## src/rtl/bcd_cal_pkg.sv

```systemverilog
package bcd_cal_pkg;

    localparam int DIGIT_W = 4;
    localparam int SEL_W   = 4;

    // Digit select codes for the load port
    typedef enum logic [SEL_W-1:0] {
        FLD_SEC_U = 4'd0,
        FLD_SEC_T = 4'd1,
        FLD_MIN_U = 4'd2,
        FLD_MIN_T = 4'd3,
        FLD_HR_U  = 4'd4,
        FLD_HR_T  = 4'd5,
        FLD_DOW   = 4'd6,
        FLD_DOM_U = 4'd7,
        FLD_DOM_T = 4'd8,
        FLD_MON_U = 4'd9,
        FLD_MON_T = 4'd10,
        FLD_YR_U  = 4'd11,
        FLD_YR_T  = 4'd12,
        FLD_YR_H  = 4'd13,
        FLD_YR_K  = 4'd14,
        FLD_NONE  = 4'd15
    } fld_e;

    // Tick-gating control states
    typedef enum logic {
        ST_RUN  = 1'b0,
        ST_HALT = 1'b1
    } run_st_e;

endpackage

```

## src/rtl/bcd_time_chain.sv

```systemverilog
module bcd_time_chain
    import bcd_cal_pkg::*;
#(
    parameter int DW = DIGIT_W,
    parameter int SW = SEL_W
) (
    input  logic          clk,
    input  logic          rst_n,
    input  logic          adv,
    input  logic          ld_en,
    input  logic [SW-1:0] ld_sel,
    input  logic [DW-1:0] ld_data,
    output logic [DW-1:0] sec_u,
    output logic [DW-1:0] sec_t,
    output logic [DW-1:0] min_u,
    output logic [DW-1:0] min_t,
    output logic [DW-1:0] hr_u,
    output logic [DW-1:0] hr_t,
    output logic          day_carry
);

    localparam logic [DW-1:0] D0 = '0;
    localparam logic [DW-1:0] D1 = DW'(1);
    localparam logic [DW-1:0] D2 = DW'(2);
    localparam logic [DW-1:0] D3 = DW'(3);
    localparam logic [DW-1:0] D5 = DW'(5);
    localparam logic [DW-1:0] D9 = DW'(9);

    logic sec_roll, min_roll, hr_roll;
    logic min_adv, hr_adv;

    always_comb begin
        sec_roll  = (sec_u == D9) && (sec_t >= D5);
        min_roll  = (min_u == D9) && (min_t >= D5);
        hr_roll   = (hr_t >= D2) && (hr_u >= D3);
        min_adv   = adv && sec_roll;
        hr_adv    = min_adv && min_roll;
        day_carry = hr_adv && hr_roll;
    end

    always_ff @(posedge clk) begin
        if (!rst_n) begin
            sec_u <= D0;
            sec_t <= D0;
            min_u <= D0;
            min_t <= D0;
            hr_u  <= D0;
            hr_t  <= D0;
        end else if (ld_en) begin
            case (fld_e'(ld_sel))
                FLD_SEC_U: sec_u <= ld_data;
                FLD_SEC_T: sec_t <= ld_data;
                FLD_MIN_U: min_u <= ld_data;
                FLD_MIN_T: min_t <= ld_data;
                FLD_HR_U:  hr_u  <= ld_data;
                FLD_HR_T:  hr_t  <= ld_data;
                default: ;
            endcase
        end else if (adv) begin
            // seconds
            if (sec_u == D9) begin
                sec_u <= D0;
                sec_t <= (sec_t >= D5) ? D0 : sec_t + D1;
            end else begin
                sec_u <= sec_u + D1;
            end
            // minutes
            if (min_adv) begin
                if (min_u == D9) begin
                    min_u <= D0;
                    min_t <= (min_t >= D5) ? D0 : min_t + D1;
                end else begin
                    min_u <= min_u + D1;
                end
            end
            // hours
            if (hr_adv) begin
                if (hr_roll) begin
                    hr_u <= D0;
                    hr_t <= D0;
                end else if (hr_u == D9) begin
                    hr_u <= D0;
                    hr_t <= hr_t + D1;
                end else begin
                    hr_u <= hr_u + D1;
                end
            end
        end
    end

    AST_DAY_ROLL_ZERO: assert property (@(posedge clk) disable iff (!rst_n)
        day_carry |=> (hr_u == D0) && (hr_t == D0) && (min_u == D0) && (min_t == D0) && (sec_u == D0) && (sec_t == D0));

    AST_MIN_STEP: assert property (@(posedge clk) disable iff (!rst_n)
        (adv && sec_roll) |=> (sec_u == D0) && (sec_t == D0));

endmodule

```

## src/rtl/bcd_month_len.sv

```systemverilog
module bcd_month_len
    import bcd_cal_pkg::*;
#(
    parameter int DW = DIGIT_W
) (
    input  logic [DW-1:0] mon_u,
    input  logic [DW-1:0] mon_t,
    input  logic [DW-1:0] yr_u,
    input  logic [DW-1:0] yr_t,
    input  logic [DW-1:0] yr_h,
    input  logic [DW-1:0] yr_k,
    output logic [5:0]    last_day
);

    localparam int BW = 2 * DW;

    logic [BW-1:0] mon_bin;
    logic [BW-1:0] yy_bin;
    logic [BW-1:0] cc_bin;
    logic          leap;

    always_comb begin
        mon_bin = BW'(mon_t) * BW'(10) + BW'(mon_u);
        yy_bin  = BW'(yr_t)  * BW'(10) + BW'(yr_u);
        cc_bin  = BW'(yr_k)  * BW'(10) + BW'(yr_h);
        // year mod 4 equals low two digits mod 4, since 100 is a multiple of 4
        if (yy_bin == '0) leap = (cc_bin[1:0] == 2'b00);
        else              leap = (yy_bin[1:0] == 2'b00);
        case (mon_bin)
            BW'(2):                          last_day = leap ? 6'd29 : 6'd28;
            BW'(4), BW'(6), BW'(9), BW'(11): last_day = 6'd30;
            default:                         last_day = 6'd31;
        endcase
    end

endmodule

```

## src/rtl/bcd_date_chain.sv

```systemverilog
module bcd_date_chain
    import bcd_cal_pkg::*;
#(
    parameter int DW = DIGIT_W,
    parameter int SW = SEL_W,
    parameter logic [DIGIT_W-1:0] RST_YR_K = 4'd2,
    parameter logic [DIGIT_W-1:0] RST_YR_H = 4'd0,
    parameter logic [DIGIT_W-1:0] RST_YR_T = 4'd0,
    parameter logic [DIGIT_W-1:0] RST_YR_U = 4'd0
) (
    input  logic          clk,
    input  logic          rst_n,
    input  logic          day_adv,
    input  logic          ld_en,
    input  logic [SW-1:0] ld_sel,
    input  logic [DW-1:0] ld_data,
    input  logic [5:0]    last_day,
    output logic [DW-1:0] dow,
    output logic [DW-1:0] dom_u,
    output logic [DW-1:0] dom_t,
    output logic [DW-1:0] mon_u,
    output logic [DW-1:0] mon_t,
    output logic [DW-1:0] yr_u,
    output logic [DW-1:0] yr_t,
    output logic [DW-1:0] yr_h,
    output logic [DW-1:0] yr_k
);

    localparam int BW = 2 * DW;
    localparam logic [DW-1:0] D0 = '0;
    localparam logic [DW-1:0] D1 = DW'(1);
    localparam logic [DW-1:0] D6 = DW'(6);
    localparam logic [DW-1:0] D9 = DW'(9);

    logic [BW-1:0] dom_bin, mon_bin;
    logic          month_end, year_end;
    logic          mon_adv, yr_adv;

    always_comb begin
        dom_bin   = BW'(dom_t) * BW'(10) + BW'(dom_u);
        mon_bin   = BW'(mon_t) * BW'(10) + BW'(mon_u);
        month_end = dom_bin >= BW'(last_day);
        year_end  = mon_bin >= BW'(12);
        mon_adv   = day_adv && month_end;
        yr_adv    = mon_adv && year_end;
    end

    always_ff @(posedge clk) begin
        if (!rst_n) begin
            dow   <= D0;
            dom_u <= D1;
            dom_t <= D0;
            mon_u <= D1;
            mon_t <= D0;
            yr_u  <= DW'(RST_YR_U);
            yr_t  <= DW'(RST_YR_T);
            yr_h  <= DW'(RST_YR_H);
            yr_k  <= DW'(RST_YR_K);
        end else if (ld_en) begin
            case (fld_e'(ld_sel))
                FLD_DOW:   dow   <= ld_data;
                FLD_DOM_U: dom_u <= ld_data;
                FLD_DOM_T: dom_t <= ld_data;
                FLD_MON_U: mon_u <= ld_data;
                FLD_MON_T: mon_t <= ld_data;
                FLD_YR_U:  yr_u  <= ld_data;
                FLD_YR_T:  yr_t  <= ld_data;
                FLD_YR_H:  yr_h  <= ld_data;
                FLD_YR_K:  yr_k  <= ld_data;
                default: ;
            endcase
        end else if (day_adv) begin
            dow <= (dow >= D6) ? D0 : dow + D1;
            // day of month
            if (month_end) begin
                dom_u <= D1;
                dom_t <= D0;
            end else if (dom_u == D9) begin
                dom_u <= D0;
                dom_t <= dom_t + D1;
            end else begin
                dom_u <= dom_u + D1;
            end
            // month
            if (mon_adv) begin
                if (year_end) begin
                    mon_u <= D1;
                    mon_t <= D0;
                end else if (mon_u == D9) begin
                    mon_u <= D0;
                    mon_t <= mon_t + D1;
                end else begin
                    mon_u <= mon_u + D1;
                end
            end
            // four-digit year, ripple of decimal carries
            if (yr_adv) begin
                if (yr_u != D9) begin
                    yr_u <= yr_u + D1;
                end else begin
                    yr_u <= D0;
                    if (yr_t != D9) begin
                        yr_t <= yr_t + D1;
                    end else begin
                        yr_t <= D0;
                        if (yr_h != D9) begin
                            yr_h <= yr_h + D1;
                        end else begin
                            yr_h <= D0;
                            yr_k <= (yr_k == D9) ? D0 : yr_k + D1;
                        end
                    end
                end
            end
        end
    end

    AST_DOW_WRAP: assert property (@(posedge clk) disable iff (!rst_n)
        (day_adv && dow == D6) |=> (dow == D0));

    AST_DOM_RESTART: assert property (@(posedge clk) disable iff (!rst_n)
        mon_adv |=> (dom_u == D1) && (dom_t == D0));

    AST_YEAR_STEP: assert property (@(posedge clk) disable iff (!rst_n)
        yr_adv |=> (mon_u == D1) && (mon_t == D0) && (yr_u != $past(yr_u)));

endmodule

```

## src/rtl/bcd_calendar.sv

```systemverilog
module bcd_calendar
    import bcd_cal_pkg::*;
#(
    parameter int DW = DIGIT_W,
    parameter int SW = SEL_W
) (
    input  logic          clk,
    input  logic          rst_n,
    input  logic          tick,
    input  logic          stop,
    input  logic          load_en,
    input  logic [SW-1:0] load_sel,
    input  logic [DW-1:0] load_data,
    output logic [DW-1:0] sec_u,
    output logic [DW-1:0] sec_t,
    output logic [DW-1:0] min_u,
    output logic [DW-1:0] min_t,
    output logic [DW-1:0] hr_u,
    output logic [DW-1:0] hr_t,
    output logic [DW-1:0] dow,
    output logic [DW-1:0] dom_u,
    output logic [DW-1:0] dom_t,
    output logic [DW-1:0] mon_u,
    output logic [DW-1:0] mon_t,
    output logic [DW-1:0] yr_u,
    output logic [DW-1:0] yr_t,
    output logic [DW-1:0] yr_h,
    output logic [DW-1:0] yr_k,
    output logic          busy
);

    run_st_e   state_q, state_d;
    logic      adv;
    logic      day_carry;
    logic [5:0] last_day;

    // next-state logic
    always_comb begin
        state_d = state_q;
        unique case (state_q)
            ST_RUN:  if (stop)  state_d = ST_HALT;
            ST_HALT: if (!stop) state_d = ST_RUN;
        endcase
    end

    // state register
    always_ff @(posedge clk) begin
        if (!rst_n) state_q <= ST_RUN;
        else        state_q <= state_d;
    end

    // outputs of the control machine
    always_comb begin
        adv = 1'b0;
        unique case (state_q)
            ST_RUN:  adv = tick && !stop && !load_en;
            ST_HALT: adv = 1'b0;
        endcase
        busy = adv;
    end

    bcd_time_chain #(.DW(DW), .SW(SW)) time_i (
        .clk       (clk),
        .rst_n     (rst_n),
        .adv       (adv),
        .ld_en     (load_en),
        .ld_sel    (load_sel),
        .ld_data   (load_data),
        .sec_u     (sec_u),
        .sec_t     (sec_t),
        .min_u     (min_u),
        .min_t     (min_t),
        .hr_u      (hr_u),
        .hr_t      (hr_t),
        .day_carry (day_carry)
    );

    bcd_month_len #(.DW(DW)) len_i (
        .mon_u    (mon_u),
        .mon_t    (mon_t),
        .yr_u     (yr_u),
        .yr_t     (yr_t),
        .yr_h     (yr_h),
        .yr_k     (yr_k),
        .last_day (last_day)
    );

    bcd_date_chain #(.DW(DW), .SW(SW)) date_i (
        .clk      (clk),
        .rst_n    (rst_n),
        .day_adv  (day_carry),
        .ld_en    (load_en),
        .ld_sel   (load_sel),
        .ld_data  (load_data),
        .last_day (last_day),
        .dow      (dow),
        .dom_u    (dom_u),
        .dom_t    (dom_t),
        .mon_u    (mon_u),
        .mon_t    (mon_t),
        .yr_u     (yr_u),
        .yr_t     (yr_t),
        .yr_h     (yr_h),
        .yr_k     (yr_k)
    );

    AST_BUSY_NOT_STOPPED: assert property (@(posedge clk) disable iff (!rst_n)
        busy |-> !stop);

    AST_STOP_FREEZE: assert property (@(posedge clk) disable iff (!rst_n)
        (stop && !load_en) |=> $stable(sec_u) && $stable(min_u) && $stable(hr_u) && $stable(dom_u) && $stable(yr_u));

    AST_BUSY_ADVANCES: assert property (@(posedge clk) disable iff (!rst_n)
        busy |=> (sec_u != $past(sec_u)));

    AST_LOAD_NO_BUSY: assert property (@(posedge clk) disable iff (!rst_n)
        load_en |-> !busy);

endmodule

```

## config.mk

```make
export PLATFORM = sky130hd
export DESIGN_NAME = bcd_calendar
export DESIGN_NICKNAME = d
export VERILOG_FILES = /design/src/rtl/bcd_cal_pkg.sv /design/src/rtl/bcd_time_chain.sv /design/src/rtl/bcd_month_len.sv /design/src/rtl/bcd_date_chain.sv /design/src/rtl/bcd_calendar.sv
export SDC_FILE = /design/constraint.sdc
export NUM_CORES = 1
export LEC_CHECK = 0
export ABC_AREA = 1
export BUFFER_PORTS_ARGS = -buffer_cell sky130_fd_sc_hd__buf_2
export CAP_MARGIN = 20
export CORE_UTILIZATION = 45
export CTS_BUF_LIST = sky130_fd_sc_hd__clkbuf_2
export CTS_CLUSTER_DIAMETER = 100
export DETAILED_ROUTE_END_ITERATION = 6
export PLACE_DENSITY_LB_ADDON = 0.08
export SYNTH_ARGS = -nofsm -noshare
export SYNTH_HDL_FRONTEND = slang
export SYNTH_HIERARCHICAL = 1
export SYNTH_SLANG_ARGS = --single-unit
```

## constraint.sdc

```tcl
create_clock -name clk -period 4.5 [get_ports clk]
set_input_delay 0.9 -clock clk [delete_from_list [all_inputs] [get_ports clk]]
set_output_delay 0.9 -clock clk [all_outputs]
set_load 0.01 [all_outputs]
```

Word level (Yosys, flattened, before mapping). Index checks and enable logic that the tools add are counted.

Register bits: 61. Bits of input ports: 13. Output and inout port bits: 61. Logic and storage cells: 225.

Add/subtract/negate cells: 19. Multipliers: 4. Magnitude comparators: 7. Eq/ne operators: 46. Muxes and demuxes: 89. Bitwise operators: 1. Reductions and logical operators: 43.

Operators with widths (number): $mux W4 (84); $add A4 B1 Y4 const B (15); $eq A4 B4 Y1 const B (13); $ne A2 B1 Y1 const B (15); $add A8 B4 Y8 (3); $mul A4 B3 Y7 const B (3); $reduce_and A3 Y1 (6); $eq A4 B3 Y1 const B (4); $eq A8 B3 Y1 const B (2); $eq A8 B4 Y1 const B (2); $reduce_and A4 Y1 (4); $reduce_bool A2 Y1 (8); $ge A4 B3 Y1 const B (3); $ne A4 B4 Y1 const B (3); $pmux W6 S2 (1); $logic_and A1 B1 Y1 (10); $reduce_bool A3 Y1 (3); $eq A4 B2 Y1 const B (2); $eq A8 B2 Y1 const B (1); $ge A4 B2 Y1 const B (2); $ge A8 B4 Y1 const B (1); $ge A8 B6 Y1 (1); $logic_not A8 Y1 (1); $ne A2 B2 Y1 const B (3); other kinds (13) (19).

Logic depth before layout (Yosys ltp). Gate-level depths: netlist of run 1.

Word-level depth: 12. Mapped depth: 29. Gate-level depth less buffers: 28.

Hierarchy. Netlist of run 1, hierarchy kept.

By module, submodules not included: bcd_date_chain (instances 1, cells each 459, area each 2967.8 um^2, sequential area each 720.7 um^2); bcd_time_chain (instances 1, cells each 265, area each 1662.8 um^2, sequential area each 480.5 um^2); bcd_month_len (instances 1, cells each 115, area each 685.7 um^2, sequential area each 0.0 um^2); bcd_calendar (instances 1, cells each 9, area each 50.0 um^2, sequential area each 20.0 um^2).

Worst setup path after synthesis of run 1. Ideal clock, no wire load.

Path type: register -> register. From: register date_i.mon_t[3]. To: register date_i.yr_u[0]. Library setup time: 0.116 ns. Arrival: 3.472 ns. Required time: 4.384 ns. Slack: 0.912 ns. Cell stages (with the launch flop): 29. Path buffers: 0. Period minus slack after synthesis: 3.588 ns. Cell sequence: dfxtp_1 > ha_1 > ha_1 > fa_1 > nand2_1 > inv_1 > nand3_1 > nand2_1 > nand2_1 > nand2_1 > nand3_1 > nor2_1 > nand2_1 > ha_1 > inv_1 > nand2_1 > nand2_1 > nand2_1 > nand2_1 > nand2_1 > nand2_1 > nand2_1 > nand2_1 > nand2_4 > nand3_2 > nor2_1 > inv_1 > nor2_1 > nor2_1.

Word-level cells in the longest chain between the ends: 10. Elaborated cells between the ends (all ways): 15. Classes of those cells: add/sub (1); mul (1); order compare (2); eq/ne (5); mux (1); reduce/logical (5).

Ends and longest elaborated chain: start: declaration (line bcd_date_chain.sv:22) `output logic [DW-1:0] mon_t,`; start signal: assignment (line bcd_date_chain.sv:65) `FLD_MON_T: mon_t <= ld_data;`; start signal: assignment (line bcd_date_chain.sv:91) `mon_t <= mon_t + D1;`; $mul A4 B3 Y7 (*) (line bcd_month_len.sv:23) `mon_bin = BW'(mon_t) * BW'(10) + BW'(mon_u);`; $add A8 B4 Y8 (*) (line bcd_month_len.sv:23); $eq A8 B3 Y1 / $eq A8 B4 Y1 (equally long branches) (line bcd_month_len.sv:29) `case (mon_bin)`; $reduce_or A4 Y1 (line bcd_month_len.sv:29); $pmux W6 S2 (*) (line bcd_month_len.sv:29); via last_day[0] (line bcd_calendar.sv:35) `logic [5:0] last_day;`; $ge A8 B6 Y1 (*) (line bcd_date_chain.sv:42) `month_end = dom_bin >= BW'(last_day);`; $logic_and A1 B1 Y1 (*) (line bcd_date_chain.sv:44) `mon_adv = day_adv && month_end;`; $logic_and A1 B1 Y1 (*) (line bcd_date_chain.sv:45) `yr_adv = mon_adv && year_end;`; $reduce_bool A2 Y1 (no source line) (*); $reduce_and A3 Y1 (no source line) (*); end signal: assignment (line bcd_date_chain.sv:55) `yr_u <= DW'(RST_YR_U);`; end signal: assignment (line bcd_date_chain.sv:66) `FLD_YR_U: yr_u <= ld_data;`; end signal: assignment (line bcd_date_chain.sv:99) `yr_u <= yr_u + D1;`; end: declaration (line bcd_date_chain.sv:23) `output logic [DW-1:0] yr_u,`.

The timed path passes the listed nets; every way through them passes the cells marked *. A chain may end at the register's enable or synchronous reset.

Final worst setup path of run 1.
From: register date_i.mon_t[1]. To: register date_i.yr_u[2].

The elaborated chain is that of the path after synthesis.

==> results of run 1 <==
-- logic make-up (layout without fill, tap and decap cells) --
group	Yosys count	after routing	share of synthesized area, %
flip-flops	61	61	22.76
XOR/XNOR	24	24	3.917
AO/OA/AOI/OAI	143	143	14.55
buffers and inverters	146	222	10.84
other	2	4	0.1399
adder cells (fa/ha/maj)	60	60	15.11
AND/OR/NAND/NOR	412	412	32.69
-- cell type report --
type	count	area, µm²
Fill cell	1186	5555
Inverter	130	488.0
Clock buffer	9	45.04
Clock inverter	7	66.31
Multi-Input combinational cell	643	3571
Sequential cell	61	1224
Timing Repair Buffer	76	387.9
Tap cell	143	178.9
-- report_power, final --
group / internal, mW / switching [mW]
Combinational: 0.139 / 0.245
Clock: 0.124 / 0.225
Sequential: 0.568 / 0.0505
-- per-stage QoR --
step	total power, mW	utilization (%)	instances	setup WS (ns)	cell area [µm²]
2_1_floorplan	0.8991	-	850	0.9120	5374
3_3_place_gp	1.001	50.77	1053	0.6722	5847
3_5_place_dp	1.012	50.77	1053	0.4756	5847
4_1_cts	1.367	51.74	1069	0.4881	5958
5_1_grt	1.451	51.76	1069	0.1218	5961
6_report	1.351	51.76	1069	0.6253	5961
-- worst paths after layout --
path	depth (start not counted)	slack [ns]	to	start
setup / recovery	28	0.63	date_i/yr_u[2]$_SDFFE_PN0P_	date_i/mon_t[1]$_SDFFE_PN0P_
hold reg to reg	2	0.51	date_i/dow[3]$_SDFFE_PN0P_	date_i/dow[3]$_SDFFE_PN0P_
setup reg to reg	28	0.63	date_i/yr_u[2]$_SDFFE_PN0P_	date_i/mon_t[1]$_SDFFE_PN0P_
hold / removal	2	0.51	date_i/dow[3]$_SDFFE_PN0P_	date_i/dow[3]$_SDFFE_PN0P_
-- tightest hold or removal path: stages (launching register included) --
cell	delay [ns]
dfxtp_1	0.37
nand2_1	0.07
a21oi_1	0.05
-- routing by layer --
layer | global-route usage, % | vias to the layer above
met5 | 0 | -
met4 | 9.279 | 0
met3 | 3.335 | 14
met2 | 38.92 | 148
met1 | 31.13 | 2534
li1 | - | 2860
-- flip-flops by register name, indices dropped and copies added (netlist names), 4 cells and up --
signal / cells
time_i/sec_u: 4
date_i/dow: 4
time_i/hr_t: 4
time_i/min_u: 4
time_i/sec_t: 4
date_i/mon_t: 4
time_i/min_t: 4
date_i/dom_t: 4
date_i/yr_h: 4
date_i/dom_u: 4
date_i/yr_t: 4
date_i/yr_k: 4
date_i/yr_u: 4
date_i/mon_u: 4
time_i/hr_u: 4
-- cells in the final DEF (no fill, tap or decap), drive strengths merged, types with 12 or more instances in the layout --
master / n
a21oi: 46
buf: 76
dfxtp: 61
ha: 52
inv: 129
nand2: 227
nand3: 54
nor2: 107
o21ai: 67
o31ai: 12
xor2: 13
-- timing repair --
| action | 4_1_cts | 5_1_grt |
|---|---|---|
| gates resized for setup | 0 | 2 |
| hold endpoints to repair | 0 | 0 |
| setup endpoints to repair | 0 | 4 |
==> reports/qor.yml, run 1 <==
routing:
  drt_iter0_markers: 341
  via_count: 5556
  viasPerCell: 5.197
  dr_wl_met2_um: 6403
  ant_nets: 0
  dr.pass1.iters: 7
  post-route-drc-count: 10
  drt-met1-wl_um: 6759
  wl_per_cell_um: 13.22
  topRoutingLayerUsed: "met4"
  wl_met3_um: 769
  finalWirelength_um: 14130
outcome:
  violations: "design-rule violations"
  status: "complete, but fails checks"
cts:
  clkLatencyLatePin_ns: 0.53
  cts_buffer_depth: 2
  postCtsSetupBuffers: 0
  cts_root_buf: "clkbuf_2"
  cts_sinks: 61
  cts_tree: "done"
  htree_num_levels: 3
  numCtsBuffers: 9
  cts_hold_buf: 0
  path_clk_slew_ns: 0.20
die:
  die_area_mm2: 0.01237
  rows: 39
  die_h_um: 111.2
  design.core.area_mm2: 0.01152
  ios: 74
  initial_core_util_pct: 46.60
  fp.dieW_um: 111.2
setup_path:
  end_kind: "flip-flop"
  cp.required_ns: 4.95
  critPathMostFrequentCell: "nand2_1"
  arrival_ns: 4.33
  start_kind: "flip-flop"
  cp_num_buf_inv: 3
  critPathMaxFanout: 10
  max_stage_delay_ns: 0.58
  crit_type: "reg -> reg"
  cp_top_family: "simple AND/OR/NAND/NOR gates"
  cpMaxStageDelayCell: "fa_1"
sta:
  finalSetupViolCount: 0
  finClkSkew_ns: 0.03802
  drv_slew: 0
  tightest_slew_ns: 0.7319
  hold_viol: 0
  rsz0062_at_grt: "false"
  fin_crit_sh_pct: 86.10
  period_needed_ns: 3.875
  fmax_mhz: 258.1
  slew_headroom_pct: 50.79
  final.setup.tns_ns: 0
  whs_ns: 0.5062
place:
  gp_congestion: 0.8907
  portBuffers: 73
  dp_hpwl_um: 10630
global_route:
  grt_max_degree: 50
  grt_pass1_wl_um: 23790
  overflow: 0
  antenna_found_initial: 0
  grt_pass1_vias: 5110
  track_usage_pct: 23.64
logic_synthesis:
  ys_async_sr_fraction_pct: 0
  synth_flop_cell: "dfxtp_1"
  synth_warnings: 6
  yosysTopAreaCellShare_pct: 22.76
  syn_avg_cell_area_um2: 6.328
  synth.distinct_cells: 38
  ys_ff_latch: 61
  yosysSeqAreaShare_pct: 22.76
  synth_edf_count: 0
  synthTopCellsByArea: "dfxtp_1, nand2_1, ha_1, inv_1, nor2_1"
  synthTopCellsByCount: "nand2_1, inv_1, nor2_1"
  syn_area_mm2: 0.005366
  synthCells: 848
  yosysMostFrequentCell: "nand2_1"
  yosys.area.top_type: "dfxtp_1"
layout:
  syn_to_final_growth_pct: 11.07
  antenna_cells: 0
  fin_nets: 994
  drive_gt1_share_pct: 12.96
flow_run:
  drv_cap: 0
pwr:
  power_density_mw_per_mm2: 226.7
  vdd_ir_drop_max_mv: 0.1312
  power.leakage_nw: 3.216
worst_hold_path:
  hold_path_class: "reg -> reg"
No activity file was read; power rests on OpenSTA's default activity.
==> run 2, diff against run 1 <==
--- a/config.mk
+++ b/config.mk
@@ -5,10 +5,9 @@
 export SDC_FILE = /design/constraint.sdc
 export NUM_CORES = 1
 export LEC_CHECK = 0
-export ABC_AREA = 1
 export BUFFER_PORTS_ARGS = -buffer_cell sky130_fd_sc_hd__buf_2
 export CAP_MARGIN = 20
-export CORE_UTILIZATION = 45
+export CORE_UTILIZATION = 55
 export CTS_BUF_LIST = sky130_fd_sc_hd__clkbuf_2
 export CTS_CLUSTER_DIAMETER = 100
 export DETAILED_ROUTE_END_ITERATION = 6
==> run 2 against run 1 <==
The flow now finishes without violations. Global-route usage increased by 6.6 points. Die area fell by 19%. Clock skew rose by 0.0018 ns. Count of clock-buffer cells in the layout grew 1. Area after synthesis fell by 1.7%.
==> reports/qor.yml, run 2 <==
outcome:
  status: "completed"
place:
  gp_congestion: 0.9126  # +2.5%
  placed_area_mm2: 0.005799  # -0.81%
  portBuffers: 73  # unchanged
  dp_hpwl_um: 10740  # +1.1%
  preCtsSetupSlack_ns: 0.2539  # -0.2217 ns
die:
  fp.dieW_um: 99.92  # -10%
  ios: 74  # unchanged
  die_area_mm2: 0.009984  # -19%
  rows: 35  # -10%
  die_h_um: 99.92  # -10%
  initial_core_util_pct: 56.81  # +10 points
  design.core.area_mm2: 0.009284  # -19%
global_route:
  grt_max_degree: 63  # +26%
  grt_pass1_wl_um: 24070  # +1.2%
  grt_pass1_vias: 4845  # -5.2%
  track_usage_pct: 30.25  # +6.6 points
  overflow: 0  # unchanged
  antenna_found_initial: 0  # unchanged
logic_synthesis:
  yosysTopAreaCellShare_pct: 23.16  # +0.40 points
  synth.distinct_cells: 88  # +130%
  syn_area_mm2: 0.005274  # -1.7%
  synthCells: 641  # -24%
  yosysMostFrequentCell: "dfxtp_1"
  yosys.area.top_type: "dfxtp_1"
  ys_async_sr_fraction_pct: 0  # unchanged
  synth_warnings: 6  # unchanged
  synthTopCellsByArea: "dfxtp_1, ha_1, a21oi_1, nand2_1, o21ai_0"
  synthTopCellsByCount: "dfxtp_1, nand2_1, ha_1"
  syn_avg_cell_area_um2: 8.227  # +30%
  ys_ff_latch: 61  # unchanged
  yosysSeqAreaShare_pct: 23.16  # +0.40 points
  synth_edf_count: 0  # unchanged
  synth_flop_cell: "dfxtp_1"
setup_path:
  arrival_ns: 4.76  # +0.43 ns
  start_kind: "flip-flop"
  crit_type: "reg -> reg"
  end_kind: "flip-flop"
  critPathMaxFanout: 12  # +2
  cp.required_ns: 4.92  # -0.03 ns
sta:
  drv_slew: 0  # unchanged
  slew_headroom_pct: 47.03  # -3.8 points
  tightest_slew_ns: 0.7872  # +0.05530 ns
  whs_ns: 0.5199  # +0.01375 ns
  fin_crit_sh_pct: 96.38  # +10 points
  final.setup.tns_ns: 0  # unchanged
  period_needed_ns: 4.337  # +0.4624 ns
  finalSetupViolCount: 0  # unchanged
  fmax_mhz: 230.6  # -11%
  worst_slack_ns: 0.1629  # -0.4624 ns
  rsz0062_at_grt: "false"
  finClkSkew_ns: 0.03981  # +0.001787 ns
  hold_viol: 0  # unchanged
cts:
  numCtsBuffers: 9  # unchanged
  cts_tree: "done"
  cts_sinks: 61  # unchanged
  postCtsSetupBuffers: 0  # unchanged
  cts_buffer_depth: 2  # unchanged
  cts_root_buf: "clkbuf_2"
  cts_hold_buf: 0  # unchanged
  post_cts_resized: 0  # unchanged
  path_clk_slew_ns: 0.20  # about the same
  htree_num_levels: 3  # unchanged
  clkLatencyLatePin_ns: 0.50  # -0.03 ns
routing:
  drt_iter0_markers: 309  # -9.4%
  wl_per_cell_um: 17.32  # +31%
  dr.pass1.iters: 5  # -2
  viasPerCell: 6.255  # +20%
  via_count: 5329  # -4.1%
  ant_nets: 0  # unchanged
  post-route-drc-count: 0  # -10
  finalWirelength_um: 14760  # +4.5%
layout:
  final_common_cell: "buf_2"
  antenna_cells: 0  # unchanged
  stdcell_area_mm2: 0.005903  # -0.97%
  layout_common_cells: "buf_2, dfxtp_1, nand2_1"
  fin_nets: 791  # -20%
  drive_gt1_share_pct: 17.98  # +5.0 points
  utilization_pct: 63.58  # +12 points
  syn_to_final_growth_pct: 11.93
pwr:
  power.leakage_nw: 2.679  # -17%
  power_density_mw_per_mm2: 178.2  # -21%
  vdd_ir_drop_max_mv: 0.1260  # -4.0%
flow_run:
  drv_cap: 0  # unchanged
worst_hold_path:
  hold_path_class: "reg -> reg"
[run 2: cells by family (layout without fill, tap and decap cells)]
family                   after synthesis  count (layout)  synth area share, %
buffers and inverters                 66             146                5.291
XOR/XNOR                              11              11                1.827
AO/OA/AOI/OAI                        217             217                28.73
other                                  2               4               0.1424
flip-flops                            61              61                23.16
multiplexers                          17              17                3.298
AND/OR/NAND/NOR                      207             207                22.18
adder cells (fa/ha/maj)               60              60                15.37
[run 2: area by class of cell]
| cell class | count | area [µm²] |
|---|---|---|
| tap | 129 | 161.4 |
| clock buffer | 10 | 50.05 |
| timing repair buffer | 88 | 478.0 |
| clock inverter | 6 | 53.80 |
| fill | 840 | 3381 |
| sequential | 61 | 1221 |
| multi-input combinational | 516 | 3781 |
| inverter | 42 | 157.7 |
[run 2: layer usage]
| metal | part of all wire (%) | GRT usage [%] |
|---|---|---|
| met1 | 46 | 41.36 |
| met4 | 1.5 | 9.389 |
| met3 | 6.4 | 5.362 |
| met5 | 0 | 0 |
| met2 | 46 | 48.54 |
[run 2: critical path, cell delays in order, from the launching register on]
cell and delay, ns:
dfxtp_1 0.37, ha_1 0.30, ha_1 0.24, fa_1 0.51
nand4b_1 0.09, or3_1 0.33, a2111oi_2 0.36, o31ai_1 0.15
ha_1 0.29, nor2b_1 0.12, o21ai_0 0.12, a21oi_1 0.18
and3_1 0.53, buf_4 0.27, a21oi_1 0.11, o221a_2 0.27
[run 2: path summary, 6_finish.rpt]
| path | cells past startpoint | slack, ns | from | endpoint |
|---|---|---|---|---|
| max | 15 | 0.16 | date_i/yr_t[1]$_SDFFE_PN0P_ | date_i/dom_t[1]$_SDFFE_PN0P_ |
| min | 2 | 0.52 | date_i/yr_h[3]$_SDFFE_PN0P_ | date_i/yr_h[3]$_SDFFE_PN0P_ |
| max reg2reg | 15 | 0.16 | date_i/yr_t[1]$_SDFFE_PN0P_ | date_i/dom_t[1]$_SDFFE_PN0P_ |
| min reg2reg | 2 | 0.52 | date_i/yr_h[3]$_SDFFE_PN0P_ | date_i/yr_h[3]$_SDFFE_PN0P_ |
[run 2: where the power goes]
group	leakage [nW]	switching, mW	internal (mW)
Combinational	2.12	0.0997	0.0473
Clock	0.0644	0.223	0.124
Sequential	0.493	0.00975	0.547
Total	2.68	0.333	0.719
[run 2: stage by stage]
step                total power [mW]  cells
floorplan                     0.6646    643
global placement              0.7074    836
detailed placement            0.7111    836
CTS                            1.053    852
global route                   1.092    852
finish                         1.052    852
